[src/rtl/padbank_pkg.sv]
package padbank_pkg;
  localparam int NFUNC    = 4;
  localparam int NPAIR    = 6;
  localparam int PAIR_OWN = 0;
  localparam int PAIR_OE  = 1;
  localparam int PAIR_PU  = 2;
  localparam int PAIR_PD  = 3;
  localparam int PAIR_OD  = 4;
  localparam int PAIR_DAT = 5;
  localparam int OFS_SEL1 = 3 * NPAIR;
  localparam int OFS_SEL2 = OFS_SEL1 + 1;
  localparam int OFS_SCH  = OFS_SEL1 + 2;
  localparam int OFS_LVL  = OFS_SEL1 + 3;
endpackage

[src/rtl/padbank_setclr.sv]
module padbank_setclr #(
  parameter int           W       = 32,
  parameter logic [W-1:0] RST_VAL = '0
) (
  input  logic         clk,
  input  logic         rst,
  input  logic         set_we,
  input  logic         clr_we,
  input  logic [W-1:0] wmask,
  output logic [W-1:0] q
);
  always_ff @(posedge clk) begin
    if (rst)         q <= RST_VAL;
    else if (set_we) q <= q | wmask;
    else if (clr_we) q <= q & ~wmask;
  end

  a_r2_set_bits: assert property (@(posedge clk) disable iff (rst)
    set_we |=> ((q & $past(wmask)) == $past(wmask)));
  a_r2_clr_bits: assert property (@(posedge clk) disable iff (rst)
    (clr_we && !set_we) |=> ((q & $past(wmask)) == '0));
  a_r2_zero_bits_kept: assert property (@(posedge clk) disable iff (rst)
    (set_we || clr_we) |=> (((q ^ $past(q)) & ~$past(wmask)) == '0));
  a_r2_idle_hold: assert property (@(posedge clk) disable iff (rst)
    (!set_we && !clr_we) |=> $stable(q));
endmodule

[src/rtl/padbank_mux.sv]
module padbank_mux #(
  parameter int NPIN  = 32,
  parameter int NFUNC = 4
) (
  input  logic [NPIN-1:0]             own_gpio,
  input  logic [NPIN-1:0]             gpio_oe,
  input  logic [NPIN-1:0]             gpio_dat,
  input  logic [NPIN-1:0]             od_en,
  input  logic [NPIN-1:0]             sel1,
  input  logic [NPIN-1:0]             sel2,
  input  logic [NFUNC-1:0][NPIN-1:0]  fn_out,
  input  logic [NFUNC-1:0][NPIN-1:0]  fn_oe,
  input  logic [NPIN-1:0]             pad_in,
  output logic [NPIN-1:0]             nxt_out,
  output logic [NPIN-1:0]             nxt_oe,
  output logic [NFUNC-1:0][NPIN-1:0]  nxt_fn_in
);
  localparam int FW = $clog2(NFUNC);

  for (genvar i = 0; i < NPIN; i++) begin : g_pin
    logic [FW-1:0] fsel;
    logic          src_o, src_e;
    assign fsel  = FW'({sel2[i], sel1[i]});
    assign src_o = own_gpio[i] ? gpio_dat[i] : fn_out[fsel][i];
    assign src_e = own_gpio[i] ? gpio_oe[i]  : fn_oe[fsel][i];
    assign nxt_out[i] = od_en[i] ? 1'b0 : src_o;
    assign nxt_oe[i]  = od_en[i] ? (src_e & ~src_o) : src_e;
    for (genvar f = 0; f < NFUNC; f++) begin : g_fn
      assign nxt_fn_in[f][i] = !own_gpio[i] && (fsel == FW'(f)) && pad_in[i];
    end
  end
endmodule

[src/rtl/padbank_ctrl.sv]
module padbank_ctrl
  import padbank_pkg::*;
#(
  parameter int NPIN = 32,
  parameter int AW   = 5
) (
  input  logic                       clk,
  input  logic                       rst,
  input  logic                       bus_wr,
  input  logic                       bus_rd,
  input  logic [AW-1:0]              bus_addr,
  input  logic [NPIN-1:0]            bus_wdata,
  output logic [NPIN-1:0]            bus_rdata,
  input  logic [NFUNC-1:0][NPIN-1:0] fn_out,
  input  logic [NFUNC-1:0][NPIN-1:0] fn_oe,
  output logic [NFUNC-1:0][NPIN-1:0] fn_in,
  input  logic [NPIN-1:0]            pad_in,
  output logic [NPIN-1:0]            pad_out,
  output logic [NPIN-1:0]            pad_oe,
  output logic [NPIN-1:0]            pad_pu,
  output logic [NPIN-1:0]            pad_pd,
  output logic [NPIN-1:0]            pad_st_off
);
  logic [NPIN-1:0] pair_q [NPAIR];
  logic [NPIN-1:0] sel1_q, sel2_q, sch_q;
  logic [NPIN-1:0] rd_nxt, mux_out, mux_oe;
  logic [NFUNC-1:0][NPIN-1:0] mux_fn_in;

  for (genvar k = 0; k < NPAIR; k++) begin : g_pair
    localparam logic [NPIN-1:0] RV =
      (k == PAIR_OWN || k == PAIR_PU) ? {NPIN{1'b1}} : {NPIN{1'b0}};
    padbank_setclr #(.W(NPIN), .RST_VAL(RV)) u_reg (
      .clk    (clk),
      .rst    (rst),
      .set_we (bus_wr && bus_addr == AW'(3 * k)),
      .clr_we (bus_wr && bus_addr == AW'(3 * k + 1)),
      .wmask  (bus_wdata),
      .q      (pair_q[k])
    );
  end

  always_ff @(posedge clk) begin
    if (rst) begin
      sel1_q <= '0;
      sel2_q <= '0;
      sch_q  <= '0;
    end else if (bus_wr) begin
      if (bus_addr == AW'(OFS_SEL1)) sel1_q <= bus_wdata;
      if (bus_addr == AW'(OFS_SEL2)) sel2_q <= bus_wdata;
      if (bus_addr == AW'(OFS_SCH))  sch_q  <= bus_wdata;
    end
  end

  always_comb begin
    rd_nxt = '0;
    for (int k = 0; k < NPAIR; k++)
      if (bus_addr == AW'(3 * k + 2)) rd_nxt = pair_q[k];
    if (bus_addr == AW'(OFS_SEL1)) rd_nxt = sel1_q;
    if (bus_addr == AW'(OFS_SEL2)) rd_nxt = sel2_q;
    if (bus_addr == AW'(OFS_SCH))  rd_nxt = sch_q;
    if (bus_addr == AW'(OFS_LVL))  rd_nxt = pad_in;
  end

  always_ff @(posedge clk) begin
    if (rst)         bus_rdata <= '0;
    else if (bus_rd) bus_rdata <= rd_nxt;
  end

  padbank_mux #(.NPIN(NPIN), .NFUNC(NFUNC)) u_mux (
    .own_gpio  (pair_q[PAIR_OWN]),
    .gpio_oe   (pair_q[PAIR_OE]),
    .gpio_dat  (pair_q[PAIR_DAT]),
    .od_en     (pair_q[PAIR_OD]),
    .sel1      (sel1_q),
    .sel2      (sel2_q),
    .fn_out    (fn_out),
    .fn_oe     (fn_oe),
    .pad_in    (pad_in),
    .nxt_out   (mux_out),
    .nxt_oe    (mux_oe),
    .nxt_fn_in (mux_fn_in)
  );

  always_ff @(posedge clk) begin
    if (rst) begin
      pad_out    <= '0;
      pad_oe     <= '0;
      pad_pu     <= '0;
      pad_pd     <= '0;
      pad_st_off <= '0;
      fn_in      <= '0;
    end else begin
      pad_out    <= mux_out;
      pad_oe     <= mux_oe;
      pad_pu     <= pair_q[PAIR_PU];
      pad_pd     <= pair_q[PAIR_PD] & ~pair_q[PAIR_PU];
      pad_st_off <= sch_q;
      fn_in      <= mux_fn_in;
    end
  end

  a_r7_pull_exclusive: assert property (@(posedge clk) disable iff (rst)
    (pad_pu & pad_pd) == '0);
  a_r6_open_drain_low: assert property (@(posedge clk) disable iff (rst)
    1'b1 |=> ((pad_out & $past(pair_q[PAIR_OD])) == '0));
  a_r5_gpio_no_fn_in: assert property (@(posedge clk) disable iff (rst)
    1'b1 |=> ((fn_in[0] | fn_in[1] | fn_in[2] | fn_in[3]) & $past(pair_q[PAIR_OWN])) == '0);
  for (genvar i = 0; i < NPIN; i++) begin : g_chk
    logic [NFUNC-1:0] col;
    for (genvar f = 0; f < NFUNC; f++) begin : g_col
      assign col[f] = fn_in[f][i];
    end
    a_r4_fn_in_onehot: assert property (@(posedge clk) disable iff (rst)
      $onehot0(col));
  end
endmodule

[config.mk]
export PLATFORM = sky130hd
export DESIGN_NAME = padbank_ctrl
export DESIGN_NICKNAME = d
export VERILOG_FILES = /design/src/rtl/padbank_pkg.sv /design/src/rtl/padbank_setclr.sv /design/src/rtl/padbank_mux.sv /design/src/rtl/padbank_ctrl.sv
export SDC_FILE = /design/constraint.sdc
export NUM_CORES = 1
export LEC_CHECK = 0
export ABC_CLOCK_PERIOD_IN_PS = 2750
export CAP_MARGIN = 10
export CORE_AREA = 5 5 247 249
export CTS_CLUSTER_SIZE = 14
export DETAILED_ROUTE_END_ITERATION = 8
export DIE_AREA = 0 0 252 254
export PLACE_DENSITY_LB_ADDON = 0.1
export SKIP_LAST_GASP = 1
export SYNTH_ARGS = -nofsm -noshare
export SYNTH_HDL_FRONTEND = slang
export SYNTH_SLANG_ARGS = --single-unit
[constraint.sdc]
create_clock -name clk -period 2.75 [get_ports clk]
set_input_delay 0.55 -clock clk [delete_from_list [all_inputs] [get_ports clk]]
set_output_delay 0.55 -clock clk [all_outputs]
set_load 0.02 [all_outputs]
==> results of run 1 <==
-- cells in the final DEF (no fill, tap or decap), drive strengths merged, types with 27 or more instances in the layout --
cell           count
nor2             252
nor3b            169
o2bb2ai           28
buf              122
a21oi            193
a211o             68
inv               31
clkdlybuf4s50    643
nand2            455
mux4              64
o211ai            27
a21o              57
clkbuf           106
nor2b             82
a22oi            103
o21ai            100
nor3              33
a311oi            36
nand3b            31
mux2i             43
dfxtp            608
-- how the worst max path moves through the flow --
stage	from	endpoint	slack, ns	cells past startpoint
2_1_floorplan	bus_addr[3]	register	0.71	7
3_3_place_gp	bus_addr[4]	bus_rdata[2]$_SDFFE_PP0P_	0.12	7
3_5_place_dp	bus_addr[4]	register	0.10	7
4_1_cts	bus_rdata[12]$_SDFFE_PP0P_	bus_rdata[12]	0.47	1
5_1_grt	bus_rdata[12]$_SDFFE_PP0P_	bus_rdata[12]	0.49	1
6_report	bus_rdata[12]$_SDFFE_PP0P_	bus_rdata[12]	0.53	1
-- Yosys cell counts, drive strengths merged (30+ instances only) --
master / count
nand2: 455
buf: 82
nor3: 33
mux4: 64
a21oi: 193
a22oi: 103
dfxtp: 608
mux2i: 43
o21ai: 100
a211o: 68
nor2b: 82
clkbuf: 181
nor3b: 169
nand3b: 31
inv: 30
nor2: 252
a21o: 57
a311oi: 36
-- logic make-up (layout without fill, tap and decap cells) --
logic type | count (synthesis) | count (layout) | share of synthesized area (%)
muxes | 129 | 129 | 8.23
and+or+nand+nor | 1073 | 1073 | 20.3
xor gates and xnor gates | 1 | 1 | 0.0340
other | 0 | 5 | 0
DFF | 608 | 608 | 47.3
AOI/OAI and AO/OA | 721 | 721 | 19.3
buffers and inverters | 293 | 912 | 4.80
-- cell type report --
| cell class | count | area [sq um] |
|---|---|---|
| clock inverter | 11 | 87.6 |
| sequential | 608 | 12200 |
| antenna | 5 | 12.5 |
| clock buffer | 106 | 2090 |
| tap | 773 | 967 |
| inverter | 30 | 113 |
| timing repair buffer | 765 | 7710 |
| fill | 5035 | 22800 |
| multi-input combinational | 1924 | 12500 |
-- stage by stage --
step / cell area (sq um) / utilization [%] / power [mW] / worst slack (ns)
2_1_floorplan: 25800 / - / 9.94 / 0.708
3_3_place_gp: 33500 / 57.3 / 11.0 / 0.122
3_5_place_dp: 33500 / 57.3 / 11.0 / 0.101
4_1_cts: 35700 / 61.0 / 19.9 / 0.470
5_1_grt: 35700 / 61.0 / 20.4 / 0.486
6_report: 35700 / 61.0 / 19.8 / 0.534
-- routing by layer --
layer / GRT usage (%) / vias to the layer above / part of all wire, %
li1: - / 11222 / -
met1: 41.1 / 12011 / 39
met2: 51.6 / 1488 / 46
met3: 8.24 / 251 / 11
met4: 12.4 / 2 / 3.8
met5: 0 / - / 0.016
-- power by group --
group	switching (mW)	leakage (nW)	internal [mW]
clock network	3.68	1.08	5.29
logic	0.990	6.65	0.879
registers	0.0821	4.92	8.90
==> run_results.csv, run 1 <==
group,metric,value,unit
run_status,status,"finished clean",
sta,hold_ws,0.338,ns
sta,hold_viol,0,
power,power_per_cell_area,556,nW/um^2
grt,grt_usage,31.8,%
clock_network,cts-root-buf,"clkbuf_16",
route,dr_total_vias,24974,
sta,fin_tns_setup,0,ns
sta,slew_violations,0,
route,dr.pass1.iters,6,
synth,yosysSeqAreaShare,47.3,%
placed_design,gp_congestion,0.930,
critical_path,crit_chain,"clkdlybuf4s50_1",
die,coreArea,58500,sq um
placed_design,hpwl,76200,um
clock_network,cts_setup_buffers,0,
grt,grt.overflow.total,0,
die,rows,89,
synth,yosys.cell_types.count,52,
placed_design,dp.cells,4100,
min_path,whs_path_depth,2,
synth,synthCells,2825,
synth,yosys_most_used_dff,"dfxtp_1",
clock_network,numCtsBuffers,67,
synth,ys_top_cells_by_area,"dfxtp_1 47%, nand2_1 6.6%, mux4_2 5.6%, nor3b_1 4.9%, a21oi_1 3.8%",
placed_design,numPortBuffers,648,
synth,yosys_warnings,0,
sta,slew_headroom,50.4,%
layout,drive_above_1_share,10.2,%
critical_path,critPathBufInv,1,
critical_path,endpoint_kind,"output pin",
critical_path,cp_slowest_stage_delay,0.66,ns
synth,synth_top_area_share,47.3,%
grt,grt_antenna_before_repair,5,
die,dieHeight,254,um
clock_network,cts.sink_count,608,
critical_path,path_delay_family,"buffers and inverters",
critical_path,ff2ff_setup_slack,1.01,ns
grt,grt_pass1_vias,24150,
synth,syn_nets,3154,
die,die_w,252,um
min_path,hp-start,"bus_addr[0]",
route,wire_per_inst,25.5,um
critical_path,required,2.20,ns
clock_network,htree_num_levels,3,
clock_network,tritoncts,"yes",
grt,grt_pass1_wl,155000,um
sta,setup_violations,0,
sta,fin_crit,2.22,ns
run,max_cap_violations,0,
route,totalWireLength,108000,um
route,drt_iter0_markers,2648,
critical_path,crit_slowest_cell,"clkdlybuf4s50_1",
route,ant_nets,0,
critical_path,crit_path_start_kind,"register",
sta,fin_skew,0.0154,ns
clock_network,cts.clk_slew.worst_paths,0.06,ns
critical_path,arrival,1.67,ns
synth,synth_area,25800,sq um
die,io_pins,649,
synth,postSynth.asyncResetShare,0,%
layout,fin_cells,4222,
critical_path,r2r-end,"pad_oe[31]$_SDFF_PP0_",
sta,fmax,451,MHz
synth,avgSynthCellArea,9.12,sq um
critical_path,path_class,"register to output pin",
power,ir_drop,399,uV
route,drc_errors,0,
critical_path,reg2reg_depth,4,
critical_path,cp_max_fo,2,
die,initial_core_util,44.1,%
route,viasPerCell,5.92,
clock_network,clock_latency,0.60,ns
sta,worst_pin_slew,0.744,ns
clock_network,clock_path_buffers,3,
min_path,hold_class,"primary input to register",
synth,synth_edf_count,0,
grt,grt_max_degree,71,
power,p_leak,12.6,nW
die,dieArea,64000,sq um
sta,period_share,80.6,%
synth,synth_top_area_cell,"dfxtp_1",
layout,area_growth,38.6,%
sta,rsz0062_at_grt,"no",
synth,synth-seq-cells,608,
clock_network,cts_resized,0,
critical_path,r2r_start,"sel1_q[31]$_SDFFE_PP0P_",
clock_network,hold_buffers,0,
layout,final_nets,3725,
Note: power is estimated with default switching activity, not from simulation.
==> run 2: changes to the inputs <==
Settings changed: ABC_CLOCK_PERIOD_IN_PS 2750 to 2100.
Clock period 2.75 ns to 2.1 ns, I/O delays scaled along.
==> run 2 against run 1 <==
Against the previous run:
- critical path type unchanged
- wire length rose by 1.7%
- core utilization is 1.7 points higher
- sequential share of layout area decreased by 0.93 points
- register-to-register slack got worse by 0.85 ns
- clock power is 29% higher
- largest power group unchanged
- worst hold slack worse by 0.15 ns
- via count is 1.7% higher
==> run_results.csv, run 2 (same netlist as run 1, synthesis figures left out) <==
group,metric,value,unit
run_status,status,"finished clean",
layout,final_common_cell,"clkdlybuf4s50_1",
critical_path,r2r-end,"pad_oe[17]$_SDFF_PP0_",
layout,layout_common_cells,"637 x clkdlybuf4s50_1, 608 x dfxtp_1, 451 x nand2_1",
die,rows,89,
sta,worst_pin_slew,0.615,ns
sta,fin_crit,2.08,ns
route,drt_iter0_markers,2618,
layout,drive_above_1_share,12.7,%
sta,fin_skew,0.0348,ns
critical_path,crit_chain,"clkdlybuf4s50_1",
die,io_pins,649,
min_path,hold_class,"primary input to register",
route,dr_total_vias,25403,
critical_path,ff2ff_setup_slack,0.16,ns
grt,grt_util_met1,42.0,%
placed_design,gp_congestion,0.936,
sta,period_share,99.2,%
critical_path,cp_max_fo,2,
run,max_cap_violations,0,
grt,grtUsageMet2,53.0,%
critical_path,arrival,1.66,ns
critical_path,cp_slowest_stage_delay,0.70,ns
sta,setup_violations,0,
route,drc_errors,0,
route,wire_per_inst,25.4,um
clock_network,numCtsBuffers,67,
grt,top_usage_layer,"met2",
layout,nFillCells,4870,
grt,grt_max_degree,82,
critical_path,crit_path_start_kind,"register",
clock_network,tritoncts,"yes",
critical_path,reg2reg_depth,3,
critical_path,path_class,"register to output pin",
sta,slew_violations,0,
die,initial_core_util,44.1,%
die,dieArea,64000,sq um
critical_path,crit_start,"bus_rdata[23]$_SDFFE_PP0P_",
clock_network,cts_setup_buffers,0,
grt,grt.overflow.total,0,
critical_path,required,1.68,ns
critical_path,crit_slowest_cell,"clkdlybuf4s50_1",
layout,final_nets,3824,
min_path,whs_path_depth,2,
route,totalWireLength,110000,um
grt,grtUsageMet3,6.79,%
placed_design,hpwl,78700,um
placed_design,pre_cts_slack,-0.393,ns
critical_path,path_delay_family,"buffers and inverters",
clock_network,cts-root-buf,"clkbuf_16",
clock_network,cts.sink_count,608,
route,ant_nets,0,
clock_network,cts.clk_slew.worst_paths,0.06,ns
clock_network,clock_path_buffers,3,
layout,fin_cells,4318,
power,ir_drop,516,uV
grt,grt_usage,32.3,%
die,die_w,252,um
power,p_leak,13.2,nW
route,viasPerCell,5.88,
die,coreArea,58500,sq um
critical_path,endpoint_kind,"output pin",
placed_design,numPortBuffers,648,
die,dieHeight,254,um
sta,fmax,480,MHz
min_path,hp-start,"rst",
layout,multi_input_area,12500,sq um
clock_network,htree_num_levels,3,
grt,grt_antenna_before_repair,6,
placed_design,dp.cells,4199,
critical_path,r2r_start,"sel1_q[17]$_SDFFE_PP0P_",
grt,grt_pass1_wl,158000,um
grt,grt_pass1_vias,24843,
sta,hold_viol,0,
layout,regArea,12200,sq um
route,dr.pass1.iters,7,
clock_network,clock_latency,0.60,ns
layout,area_growth,42.5,%
sta,fin_ws,0.0159,ns
power,power_per_cell_area,706,nW/um^2
critical_path,critPathBufInv,1,
sta,rsz0062_at_grt,"no",
sta,slew_headroom,58.9,%
-- run 2: what timing repair did --
item | CTS | global route
resized for setup | 5 | 1
pin swaps | 0 | 0
hold buffers | 0 | 0
endpoints found under the setup margin | 5 | 1
-- run 2: final cells by class --
cell class / count / area share, %
antenna: 5 / 0.0341
clock buffer: 97 / 5.37
clock inverter: 17 / 0.423
inverter: 30 / 0.307
multi-input combinational: 1924 / 34.2
sequential: 608 / 33.2
tap: 773 / 2.64
timing repair buffer: 864 / 23.9
-- run 2: worst max-delay path by stage --
stage | endpoint | slack [ns] | depth (start not counted)
after global routing | bus_rdata[17] | 0.003 | 1
after floorplan | register | 0.19 | 7
after detailed placement | register | -0.39 | 6
after global placement | register | -0.32 | 6
final | bus_rdata[23] | 0.02 | 1
after CTS | bus_rdata[10] | 0.01 | 1
-- run 2: through the flow --
step	hold slack, ns	total power [mW]	util, %	setup TNS [ns]	instance area [sq um]
after global routing	0.176	26.6	62.7	0	36700
after CTS	0.147	26.0	62.7	0	36700
after global placement	0.449	14.5	59.1	-66.46	34600
after detailed placement	0.450	14.6	59.1	-77.32	34600
final	0.185	25.9	62.8	0	36700
after floorplan	0.431	13.0	-	0	25800
-- run 2: layer usage --
| metal | wire length, um | vias to the layer above |
|---|---|---|
| met5 | 14 | - |
| met4 | 4010 | 2 |
| met3 | 10600 | 247 |
| met2 | 51400 | 1472 |
| met1 | 43500 | 12253 |
| li1 | - | 11429 |
-- run 2: report_power, final --
part / internal [mW] / leakage (nW) / switching (mW)
sequential: 11.7 / 4.92 / 0.106
clock: 6.76 / 1.05 / 4.79
combinational: 1.26 / 7.28 / 1.34
